`src/rtl/ssio_pkg.sv`:
```
package ssio_pkg;

   typedef enum logic [1:0] {
      REG_DATA   = 2'd0,
      REG_STATUS = 2'd1,
      REG_CTRL   = 2'd2,
      REG_RELOAD = 2'd3
   } reg_sel_e;

   typedef struct packed {
      logic irq_on_done;
      logic slow_src;
      logic ext_clk;
   } ctrl_t;

   localparam int ST_EMPTY = 0;
   localparam int ST_FULL  = 1;
   localparam int ST_DONE  = 2;
   localparam int ST_OVR   = 3;

endpackage

```
`src/rtl/ssio_baud_gen.sv`:
```
module ssio_baud_gen #(
   parameter int DIV_W   = 8,
   parameter int PRE_DIV = 4
) (
   input  logic             clk,
   input  logic             rst_n,
   input  logic             run,
   input  logic             restart,
   input  logic             slow_src,
   input  logic [DIV_W-1:0] reload,
   output logic             tick
);

   logic             src_en;
   logic [DIV_W-1:0] cnt_q;

   generate
      if (PRE_DIV > 1) begin : g_pre
         localparam int PRE_W = $clog2(PRE_DIV);
         localparam logic [PRE_W-1:0] PRE_LAST = PRE_W'(PRE_DIV - 1);
         logic [PRE_W-1:0] pre_q;

         always_ff @(posedge clk or negedge rst_n) begin
            if (!rst_n)       pre_q <= '0;
            else if (restart) pre_q <= '0;
            else if (run)     pre_q <= (pre_q == PRE_LAST) ? '0 : pre_q + 1'b1;
         end

         assign src_en = run & (~slow_src | (pre_q == PRE_LAST));
      end else begin : g_nopre
         logic unused_sel;
         assign unused_sel = slow_src;
         assign src_en     = run;
      end
   endgenerate

   always_ff @(posedge clk or negedge rst_n) begin
      if (!rst_n)       cnt_q <= '0;
      else if (restart) cnt_q <= reload;
      else if (src_en)  cnt_q <= (cnt_q == '0) ? reload : cnt_q - 1'b1;
   end

   assign tick = src_en & (cnt_q == '0);

   p_count_hold_r3: assert property (@(posedge clk) disable iff (!rst_n)
      (!restart && !run) |=> $stable(cnt_q));

endmodule

```
`src/rtl/ssio_clk_ctl.sv`:
```
module ssio_clk_ctl #(
   parameter int DIV_W       = 8,
   parameter int PRE_DIV     = 4,
   parameter int SYNC_STAGES = 2
) (
   input  logic             clk,
   input  logic             rst_n,
   input  logic             ext_sel,
   input  logic             slow_src,
   input  logic [DIV_W-1:0] reload,
   input  logic             busy,
   input  logic             restart,
   input  logic             sclk_in,
   input  logic             rxd,
   output logic             fall_ev,
   output logic             rise_ev,
   output logic             rx_bit,
   output logic             sclk_out
);

   logic                   tick;
   logic                   sclk_q;
   logic [SYNC_STAGES:0]   s_pipe;
   logic [SYNC_STAGES-1:0] r_pipe;
   logic                   ext_fall, ext_rise;

   ssio_baud_gen #(.DIV_W(DIV_W), .PRE_DIV(PRE_DIV)) u_baud (
      .clk      (clk),
      .rst_n    (rst_n),
      .run      (busy & ~ext_sel),
      .restart  (restart),
      .slow_src (slow_src),
      .reload   (reload),
      .tick     (tick)
   );

   always_ff @(posedge clk or negedge rst_n) begin
      if (!rst_n)                       sclk_q <= 1'b1;
      else if (restart)                 sclk_q <= 1'b1;
      else if (busy && !ext_sel && tick) sclk_q <= ~sclk_q;
   end

   always_ff @(posedge clk or negedge rst_n) begin
      if (!rst_n) begin
         s_pipe <= '1;
         r_pipe <= '0;
      end else begin
         s_pipe <= {s_pipe[SYNC_STAGES-1:0], sclk_in};
         r_pipe <= {r_pipe[SYNC_STAGES-2:0], rxd};
      end
   end

   assign ext_fall = s_pipe[SYNC_STAGES] & ~s_pipe[SYNC_STAGES-1];
   assign ext_rise = ~s_pipe[SYNC_STAGES] & s_pipe[SYNC_STAGES-1];

   assign fall_ev  = busy & (ext_sel ? ext_fall : (tick & sclk_q));
   assign rise_ev  = busy & (ext_sel ? ext_rise : (tick & ~sclk_q));
   assign rx_bit   = ext_sel ? r_pipe[SYNC_STAGES-1] : rxd;
   assign sclk_out = sclk_q;

   p_sclk_idle_r3: assert property (@(posedge clk) disable iff (!rst_n)
      (!busy && !ext_sel) |-> sclk_q);

   p_ext_clk_quiet_r10: assert property (@(posedge clk) disable iff (!rst_n)
      (ext_sel && !restart) |=> $stable(sclk_q));

endmodule

```
`src/rtl/ssio_shifter.sv`:
```
module ssio_shifter #(
   parameter int DATA_W = 8
) (
   input  logic              clk,
   input  logic              rst_n,
   input  logic              load,
   input  logic [DATA_W-1:0] load_data,
   input  logic              fall_ev,
   input  logic              rise_ev,
   input  logic              rx_bit,
   output logic              txd,
   output logic              busy,
   output logic              done,
   output logic [DATA_W-1:0] rx_word
);

   localparam int CNT_W = $clog2(DATA_W);
   localparam logic [CNT_W-1:0] LAST_BIT = CNT_W'(DATA_W - 1);

   logic [CNT_W-1:0]  cnt_q;
   logic [DATA_W-1:0] tx_sh, rx_sh;
   logic              txd_q, busy_q;

   assign done    = busy_q & rise_ev & (cnt_q == LAST_BIT);
   assign rx_word = {rx_bit, rx_sh[DATA_W-1:1]};

   always_ff @(posedge clk or negedge rst_n) begin
      if (!rst_n) begin
         busy_q <= 1'b0;
         cnt_q  <= '0;
         tx_sh  <= '0;
         rx_sh  <= '0;
         txd_q  <= 1'b1;
      end else begin
         if (fall_ev) begin
            txd_q <= tx_sh[0];
            tx_sh <= tx_sh >> 1;
         end
         if (rise_ev) begin
            rx_sh <= rx_word;
            cnt_q <= cnt_q + 1'b1;
         end
         if (load) begin
            busy_q <= 1'b1;
            cnt_q  <= '0;
            tx_sh  <= load_data;
         end else if (done) begin
            busy_q <= 1'b0;
         end
      end
   end

   assign txd  = txd_q;
   assign busy = busy_q;

   p_txd_on_fall_r4: assert property (@(posedge clk) disable iff (!rst_n)
      !fall_ev |=> $stable(txd_q));

   p_no_event_idle_r4: assert property (@(posedge clk) disable iff (!rst_n)
      !busy_q |-> !(fall_ev || rise_ev) || load);

endmodule

```
`src/rtl/sync_serial_port.sv`:
```
module sync_serial_port #(
   parameter int DATA_W      = 8,
   parameter int DIV_W       = 8,
   parameter int PRE_DIV     = 4,
   parameter int SYNC_STAGES = 2
) (
   input  logic              clk,
   input  logic              rst_n,
   input  logic              wr_en,
   input  logic              rd_en,
   input  logic [1:0]        addr,
   input  logic [DATA_W-1:0] wdata,
   output logic [DATA_W-1:0] rdata,
   input  logic              sclk_in,
   output logic              sclk_out,
   output logic              sclk_oe,
   input  logic              rxd,
   output logic              txd,
   output logic              tx_irq,
   output logic              rx_irq
);
   import ssio_pkg::*;

   localparam int CTRL_W = $bits(ctrl_t);

   generate
      if (DATA_W < 4)           begin : g_bad_data  $error("DATA_W must be at least 4"); end
      if (DIV_W > DATA_W)       begin : g_bad_div   $error("DIV_W must not exceed DATA_W"); end
      if (PRE_DIV < 1)          begin : g_bad_pre   $error("PRE_DIV must be at least 1"); end
      if (SYNC_STAGES < 2)      begin : g_bad_sync  $error("SYNC_STAGES must be at least 2"); end
   endgenerate

   reg_sel_e          sel;
   ctrl_t             ctrl_q;
   logic [DIV_W-1:0]  reload_q;
   logic [DATA_W-1:0] tx_buf, rx_buf, rx_word;
   logic              tbe, tsc, rbf, oe;
   logic              tbe_q, tsc_q, rbf_q;
   logic              busy, done, load, fall_ev, rise_ev, rx_bit;
   logic              data_wr, data_rd, stat_wr, rbf_kept;

   assign sel      = reg_sel_e'(addr);
   assign data_wr  = wr_en & (sel == REG_DATA);
   assign data_rd  = rd_en & (sel == REG_DATA);
   assign stat_wr  = wr_en & (sel == REG_STATUS);
   assign rbf_kept = rbf & ~data_rd;
   assign load     = ~tbe & (~busy | done);

   always_ff @(posedge clk or negedge rst_n) begin
      if (!rst_n) begin
         ctrl_q   <= '0;
         reload_q <= '0;
      end else if (wr_en) begin
         if (sel == REG_CTRL)   ctrl_q   <= ctrl_t'(wdata[CTRL_W-1:0]);
         if (sel == REG_RELOAD) reload_q <= wdata[DIV_W-1:0];
      end
   end

   always_ff @(posedge clk or negedge rst_n) begin
      if (!rst_n) begin
         tx_buf <= '0;
         tbe    <= 1'b1;
         tsc    <= 1'b1;
      end else begin
         if (load)         tbe <= 1'b1;
         if (data_wr) begin
            tx_buf <= wdata;
            tbe    <= 1'b0;
         end
         if (load)         tsc <= 1'b0;
         else if (done)    tsc <= 1'b1;
      end
   end

   always_ff @(posedge clk or negedge rst_n) begin
      if (!rst_n) begin
         rx_buf <= '0;
         rbf    <= 1'b0;
         oe     <= 1'b0;
      end else begin
         rbf <= done | rbf_kept;
         if (stat_wr) oe <= 1'b0;
         if (done) begin
            if (rbf_kept) oe     <= 1'b1;
            else          rx_buf <= rx_word;
         end
      end
   end

   always_ff @(posedge clk or negedge rst_n) begin
      if (!rst_n) begin
         tbe_q <= 1'b1;
         tsc_q <= 1'b1;
         rbf_q <= 1'b0;
      end else begin
         tbe_q <= tbe;
         tsc_q <= tsc;
         rbf_q <= rbf;
      end
   end

   assign tx_irq = ctrl_q.irq_on_done ? (tsc & ~tsc_q) : (tbe & ~tbe_q);
   assign rx_irq = rbf & ~rbf_q;

   always_comb begin
      unique case (sel)
         REG_DATA:   rdata = rx_buf;
         REG_STATUS: rdata = DATA_W'({oe, tsc, rbf, tbe});
         REG_CTRL:   rdata = DATA_W'(ctrl_q);
         default:    rdata = DATA_W'(reload_q);
      endcase
   end

   ssio_clk_ctl #(.DIV_W(DIV_W), .PRE_DIV(PRE_DIV), .SYNC_STAGES(SYNC_STAGES)) u_clk (
      .clk      (clk),
      .rst_n    (rst_n),
      .ext_sel  (ctrl_q.ext_clk),
      .slow_src (ctrl_q.slow_src),
      .reload   (reload_q),
      .busy     (busy),
      .restart  (load),
      .sclk_in  (sclk_in),
      .rxd      (rxd),
      .fall_ev  (fall_ev),
      .rise_ev  (rise_ev),
      .rx_bit   (rx_bit),
      .sclk_out (sclk_out)
   );

   ssio_shifter #(.DATA_W(DATA_W)) u_shift (
      .clk       (clk),
      .rst_n     (rst_n),
      .load      (load),
      .load_data (tx_buf),
      .fall_ev   (fall_ev),
      .rise_ev   (rise_ev),
      .rx_bit    (rx_bit),
      .txd       (txd),
      .busy      (busy),
      .done      (done),
      .rx_word   (rx_word)
   );

   assign sclk_oe = ~ctrl_q.ext_clk;

   p_done_flag_low_r7: assert property (@(posedge clk) disable iff (!rst_n)
      busy |-> !tsc);

   p_full_from_frame_r5: assert property (@(posedge clk) disable iff (!rst_n)
      $rose(rbf) |-> $past(done));

   p_overrun_needs_full_r6: assert property (@(posedge clk) disable iff (!rst_n)
      $rose(oe) |-> $past(rbf));

   p_overrun_keeps_buf_r6: assert property (@(posedge clk) disable iff (!rst_n)
      $rose(oe) |-> $stable(rx_buf));

   p_rx_pulse_single_r9: assert property (@(posedge clk) disable iff (!rst_n)
      rx_irq |=> !rx_irq);

endmodule

```
`config.mk`:
```
export PLATFORM = sky130hd
export DESIGN_NAME = sync_serial_port
export DESIGN_NICKNAME = d
export VERILOG_FILES = /design/src/rtl/ssio_pkg.sv /design/src/rtl/ssio_baud_gen.sv /design/src/rtl/ssio_clk_ctl.sv /design/src/rtl/ssio_shifter.sv /design/src/rtl/sync_serial_port.sv
export SDC_FILE = /design/constraint.sdc
export NUM_CORES = 1
export LEC_CHECK = 0
export CAP_MARGIN = 10
export CELL_PAD_IN_SITES_DETAIL_PLACEMENT = 2
export CELL_PAD_IN_SITES_GLOBAL_PLACEMENT = 2
export CORE_ASPECT_RATIO = 2
export CORE_MARGIN = 2
export CORE_UTILIZATION = 44
export DETAILED_ROUTE_END_ITERATION = 8
export DONT_BUFFER_PORTS = 1
export PLACE_DENSITY = 0.87
export RECOVER_POWER = 25
export SLEW_MARGIN = 20
export SYNTH_ARGS = -nofsm -noshare
export SYNTH_HDL_FRONTEND = slang
export SYNTH_HIERARCHICAL = 1
export SYNTH_SLANG_ARGS = --single-unit
```
`constraint.sdc`:
```
create_clock -name clk -period 4.62 [get_ports clk]
set_clock_uncertainty 0.15 [all_clocks]
set_input_delay 0.693 -clock clk [delete_from_list [all_inputs] [get_ports clk]]
set_output_delay 0.693 -clock clk [all_outputs]
set_load 0.1 [all_outputs]
```
# After elaboration in Yosys (flattened, before gate mapping)

Cells that the tools add are included.
Widths: inputs -> output; s select.

Logic and storage cells: 106
Output and inout bits: 13
Input bits: 16
Flip-flop bits (word level): 71

$add $sub $neg: 3
Bitwise logic cells: 34
Reduce and logical (&&, ||, !) cells: 15
Mux-type cells: 26
Equality and inequality tests: 5

Operators by type and width:

| cell                | count |
|---|---|
| $mux 8              | 5 |
| $pmux 8 s3          | 1 |
| $and 1x1->1         | 19 |
| $mux 1              | 15 |
| $reduce_bool 2->1   | 7 |
| $not 1->1           | 12 |
| $logic_not 8->1     | 1 |
| $sub 8x1->8 const B | 1 |
| $eq 2x2->1 const B  | 3 |
| $mux 2              | 3 |
| $mux 3              | 2 |
| $reduce_and 2->1    | 3 |
| $add 3x1->3 const B | 1 |
| $eq 3x3->1 const B  | 1 |
| $or 1x1->1          | 3 |
| $add 2x1->2 const B | 1 |
| $eq 2x1->1 const B  | 1 |
| $logic_and 1x1->1   | 2 |
| $logic_not 2->1     | 1 |
| $logic_not 1->1     | 1 |

# Depth between registers and ports, before layout

Word-level depth: 13
Depth in mapped cells: 14
Depth with buffers taken out: 12

# Cells and area by module

Netlist, hierarchy kept.

By module, submodules not included:

| module           | cells an instance | instances | area an instance (um^2) | sequential area each (um^2) |
|---|---|---|---|---|
| sync_serial_port | 93                | 1         | 1458.9                  | 855.8 |
| ssio_shifter     | 68                | 1         | 883.3                   | 501.7 |
| ssio_baud_gen    | 70                | 1         | 641.9                   | 250.2 |
| ssio_clk_ctl     | 18                | 1         | 249.0                   | 155.1 |

# Worst setup path after synthesis

Ideal clock, no wire load.

Path kind: reg2out
Start: register tbe
End: output port tx_irq
Stages on the path, launching flop included: 3
Path slack: 0.871 ns
Required time: 3.777 ns
Arrival: 2.906 ns
Path buffers: 0
Cells stage by stage: dfstp_2 > inv_1 > o32ai_1

Longest elaborated chain between the ends: 2

RTL lines:

| what                   | RTL line                | RTL |
|---|---|---|
| from (decl)            | sync_serial_port.sv:37  | `logic tbe, tsc, rbf, oe;` |
| from (signal assigned) | sync_serial_port.sv:62  | `tbe <= 1'b1;` |
| from (signal assigned) | sync_serial_port.sv:65  | `if (load) tbe <= 1'b1;` |
| from (signal assigned) | sync_serial_port.sv:68  | `tbe <= 1'b0;` |
| $and 1x1->1            | sync_serial_port.sv:102 | `assign tx_irq = ctrl_q.irq_on_done ? (tsc & ~tsc_q) : (tbe & ~tbe_q);` |
| $mux 1                 | sync_serial_port.sv:102 |  |
| to (decl)              | sync_serial_port.sv:19  | `output logic tx_irq,` |

No other way between the ends.

# Worst setup path in the final report

Start: register u_clk.u_baud.cnt_q[0]
End: register u_clk.u_baud.cnt_q[2]

Longest elaborated chain between the ends: 10
Elaborated cells between the ends (all ways): 14
Those cells by class: add/sub: 1; mux: 4; bitwise: 7; reduce/logical: 2

RTL lines:

| what                                        | RTL line               | RTL |
|---|---|---|
| from (decl)                                 | ssio_baud_gen.sv:15    | `logic [DIV_W-1:0] cnt_q;` |
| from (signal assigned)                      | ssio_baud_gen.sv:39    | `else if (restart) cnt_q <= reload;` |
| from (signal assigned)                      | ssio_baud_gen.sv:40    | `else if (src_en) cnt_q <= (cnt_q == '0) ? reload : cnt_q - 1'b1;` |
| $logic_not 8->1 (*)                         | ssio_baud_gen.sv:43    | `assign tick = src_en & (cnt_q == '0);` |
| $and 1x1->1 (*)                             | ssio_baud_gen.sv:43    |  |
| named net u_clk.tick                        | ssio_clk_ctl.sv:21     | `logic tick;` |
| $and 1x1->1 (*)                             | ssio_clk_ctl.sv:57     | `assign rise_ev = busy & (ext_sel ? ext_rise : (tick & ~sclk_q));` |
| $mux 1 (*)                                  | ssio_clk_ctl.sv:57     |  |
| $and 1x1->1 (*)                             | ssio_clk_ctl.sv:57     |  |
| named net rise_ev                           | sync_serial_port.sv:39 | `logic busy, done, load, fall_ev, rise_ev, rx_bit;` |
| $and 1x1->1 (*) (2 in a row)                | ssio_shifter.sv:24     | `assign done = busy_q & rise_ev & (cnt_q == LAST_BIT);` |
| named net done                              | sync_serial_port.sv:39 |  |
| $or 1x1->1 (*)                              | sync_serial_port.sv:47 | `assign load = ~tbe & (~busy \| done);` |
| $and 1x1->1 (*)                             | sync_serial_port.sv:47 |  |
| named net load                              | sync_serial_port.sv:39 |  |
| $mux 8 or $reduce_bool 2->1 (tied branches) | n/a                    |  |

Mark *: on every way through the listed nets, which the timed path passes. The rest lies on a longest branch. The select of a mux whose other input is x is not followed.
A chain may end at the register's enable or synchronous reset.

==> key figures <==
Status
  • Failing checks: max-capacitance violations, max-slew violations
  • Status: finished with violations

Synthesis
  • Area leader, netlist: dfrtp_1
  • Synth Flop Type: dfrtp_1
  • Most frequent cell after synthesis: dfrtp_1
  • Syn_nets: 270
  • Yosys warns: 6
  • Count of cell types in the netlist: 51
  • Commonest cells post-synth: 61 x dfrtp_1, 31 x mux2_2, 14 x o21ai_0
  • Synthesized area per cell: 13.0 um2
  • Number of synthesized flops with an enable pin: 0
  • Synth top area share: 47.2%
  • Seq cells post-synth: 70
  • Largest cells by area after synthesis: dfrtp_1 47%, mux2_2 11%, dfstp_2 7.3%, mux2i_1 4.0%, mux2_4 2.3%
  • Post-synthesis sequential area ratio: 54.5%
  • Ys async rst share: 100%
  • Synthesized instance count: 249
  • Mapped Area: 3230 um2

Clock network
  • CTS tree: done
  • Skew-Pair Late Insertion Delay: 0.34 ns
  • Root Driver: clkbuf_16
  • Clk sink count: 70
  • H-tree level count: 3
  • Clock buffer depth: 2
  • Clock Pin Slew Worst Setup and Hold Paths: 0.06 ns
  • CTS Buf Count: 9
  • Cts repair resizes: 0

Floorplan
  • Chip Height: 125 um
  • Initial core utilization: 44.8%
  • Die X: 64.6 um
  • Rows: 44
  • Core ar.: 7210 um2
  • Die footprint: 8090 um2
  • Num ports: 29

Detailed routing
  • DR iter-0 viols: 90
  • Post-route ant nets: 0
  • Vias: 2073
  • Post-route DRC violation count: 0
  • Drt wl/cell: 24.7 um
  • Routed wire length: 8710 um
  • Post-DR vias/cell: 5.89
  • Drt pass-1 iters: 4

Placed design
  • Port Buffer Count: 0
  • Area after DPL: 3330 um2
  • Post-DP HPWL: 5990 um
  • Placer Congestion: 0.765

Global routing
  • Total GRT Usage: 24.1%
  • Number of global-route vias before repair: 2462
  • First-pass GRT wire length: 14000 um
  • Antenna violations before repair: 0
  • Largest net degree at the start of global routing: 62
  • Grt ovf: 0

STA
  • FMAX: 246 MHz
  • Slew headroom: -125%
  • Post-layout min period: 4.07 ns
  • Final Hold Vio Count: 0
  • RSZ-0062 raised after global routing: no
  • Fin Setup TNS: 0 ns
  • Slew Viols, Final: 62
  • Period utilization: 88.0%
  • Worst Tran Pin Value: 3.37 ns
  • Final Setup Violations: 0

Power
  • Max VDD drop: 0.000348 V
  • Switching pwr: 0.853 mW
  • Comb pwr share: 25.6%
  • Leakage power: 1.57 nW
  • Part of the power in registers: 43.1%
  • Clk pwr share: 31.3%
  • Switch share: 35.8%
  • Internal: 1.53 mW
  • P per Cell Area: 650 nW/um2

Worst setup path
  • RR Startpoint: u_clk/u_baud/cnt_q[0]$_DFFE_PN0P_
  • Worst Path Required: 4.71 ns
  • Critical path peak fanout: 27
  • R2R Setup Slk: 0.55 ns
  • Reg2Reg Depth: 14
  • Crit end category: flip-flop
  • Crit path launch type: flip-flop
  • WS Path Type: flip-flop to flip-flop
  • FF-to-FF End: u_clk/u_baud/cnt_q[2]$_DFFE_PN0P_
  • Crit path DAT: 4.16 ns

Final layout
  • Area Overhead vs Synth: 13.2%
  • Finished Core Util: 50.8%
  • Ant diodes: 0
  • Layout filler cell count: 688
  • Finished Cell Area: 3660 um2
  • Nets@finish: 276
  • Share of layout cells above drive strength 1: 31.2%

Run
  • Max Cap Viol: 1

Min path
  • Hold Path Class: primary input to asynchronous set/reset pin
-- power by group through the flow --
stage	clock network [mW]	registers (mW)	logic, mW
final	0.744	1.03	0.609
after global routing	0.786	1.05	0.672
after global placement	0	1.01	0.552
after detailed placement	0	1.03	0.596
after floorplan	0	0.957	0.489
after CTS	0.766	1.03	0.619
-- timing repair --
action	in CTS	in global routing
setup buffers	0	0
hold endpoints to repair	61	0
hold buffers	1	0
-- through the flow --
stage	total power, mW	setup WS [ns]	cells	hold slack, ns
after floorplan	1.45	0.871	249	0.181
after global placement	1.57	0.890	335	0.185
after detailed placement	1.63	0.647	335	0.188
after CTS	2.41	0.562	352	0.0261
after global routing	2.51	0.175	352	0.0283
final	2.38	0.553	352	0.0413
-- cells in the final DEF (no fill, tap or decap), drive strengths merged, types with 2 or more instances in the layout --
cell type,instances
dfrtp,61
mux2,36
o21ai,15
nor2,14
mux2i,13
nand2,13
clkbuf,11
inv,9
dfstp,9
nand3b,7
a21oi,6
a22o,5
ha,5
mux4,3
nand3,3
buf,3
a21o,3
nor2b,3
or3b,3
a21boi,3
bufinv,2
clkinv,2
clkinvlp,2
nand2b,2
nor3,2
o2bb2a,2
a22oi,2
a2bb2oi,2
o32ai,2
nor3b,2
a31oi,2
-- cell families (layout without fill, tap and decap cells) --
family	after synthesis	count (layout)	synth area share (%)
DFF	70	70	54.5
muxes	52	52	19.2
xor gates and xnor gates	1	1	0.271
adders and majority gates	5	5	1.93
AOI/OAI and AO/OA	47	47	10.4
buffers and inverters	18	29	3.29
and+or+nand+nor	56	56	10.3
-- critical path, cell delays in order, from the launching register on --
cell and delay [ns]:
dfrtp_1 0.39, inv_1 0.11, ha_1 0.15, nor3b_1 0.44, and4_1 0.36, or3b_1 0.36
a21boi_1 0.18, buf_4 0.26, and3_2 0.31, inv_1 0.10, a21oi_2 0.16, buf_4 0.31
a21o_1 0.28, o21ai_0 0.18, a22oi_1 0.21
-- flip-flops by register name, summed over array words and instances (netlist names) --
signal,count
tsc_q,1
u_shift/txd,1
u_clk/s_pipe,3
tsc,1
reload_q,8
tbe_q,1
u_clk/r_pipe,2
u_clk/u_baud/g_pre.pre_q,2
rbf,1
u_clk/sclk_out,1
u_shift/rx_sh,7
oe,1
u_shift/cnt_q,3
tbe,1
rbf_q,1
u_clk/u_baud/cnt_q,8
u_shift/tx_sh,8
tx_buf,8
u_shift/busy,1
ctrl_q,3
rx_buf,8
-- layer usage --
metal  GRT usage, %  wire [um]  part of all wire (%)
met3           6.56        343                   3.9
met1           26.7       3210                    37
met4           12.8        402                   4.6
met2           41.1       4750                    55
met5              0          0                     0
-- worst max path at each step --
stage / start / to / slack (ns) / cells after the start
2_1_floorplan: tbe$_DFFE_PN1P_ / tx_irq / 0.87 / 2
3_3_place_gp: u_clk/u_baud/cnt_q[0]$_DFFE_PN0P_ / u_clk/u_baud/cnt_q[1]$_DFFE_PN0P_ / 0.89 / 13
3_5_place_dp: u_clk/u_baud/cnt_q[0]$_DFFE_PN0P_ / u_clk/u_baud/cnt_q[2]$_DFFE_PN0P_ / 0.65 / 14
4_1_cts: u_clk/u_baud/cnt_q[0]$_DFFE_PN0P_ / u_clk/u_baud/cnt_q[2]$_DFFE_PN0P_ / 0.56 / 14
5_1_grt: u_clk/u_baud/cnt_q[0]$_DFFE_PN0P_ / u_clk/u_baud/cnt_q[2]$_DFFE_PN0P_ / 0.17 / 14
6_report: u_clk/u_baud/cnt_q[0]$_DFFE_PN0P_ / u_clk/u_baud/cnt_q[2]$_DFFE_PN0P_ / 0.55 / 14
-- layout make-up --
class	instances	area, um2	share of cell area (%)
Timing Repair Buffer	4	26.3	0.718
Sequential cell	70	1760	48.2
Multi-Input combinational cell	161	1400	38.2
Tap cell	92	115	3.14
Inverter	9	33.8	0.923
Clock inverter	6	85.1	2.32
Clock buffer	10	239	6.53
(Power assumes the default switching activity.)
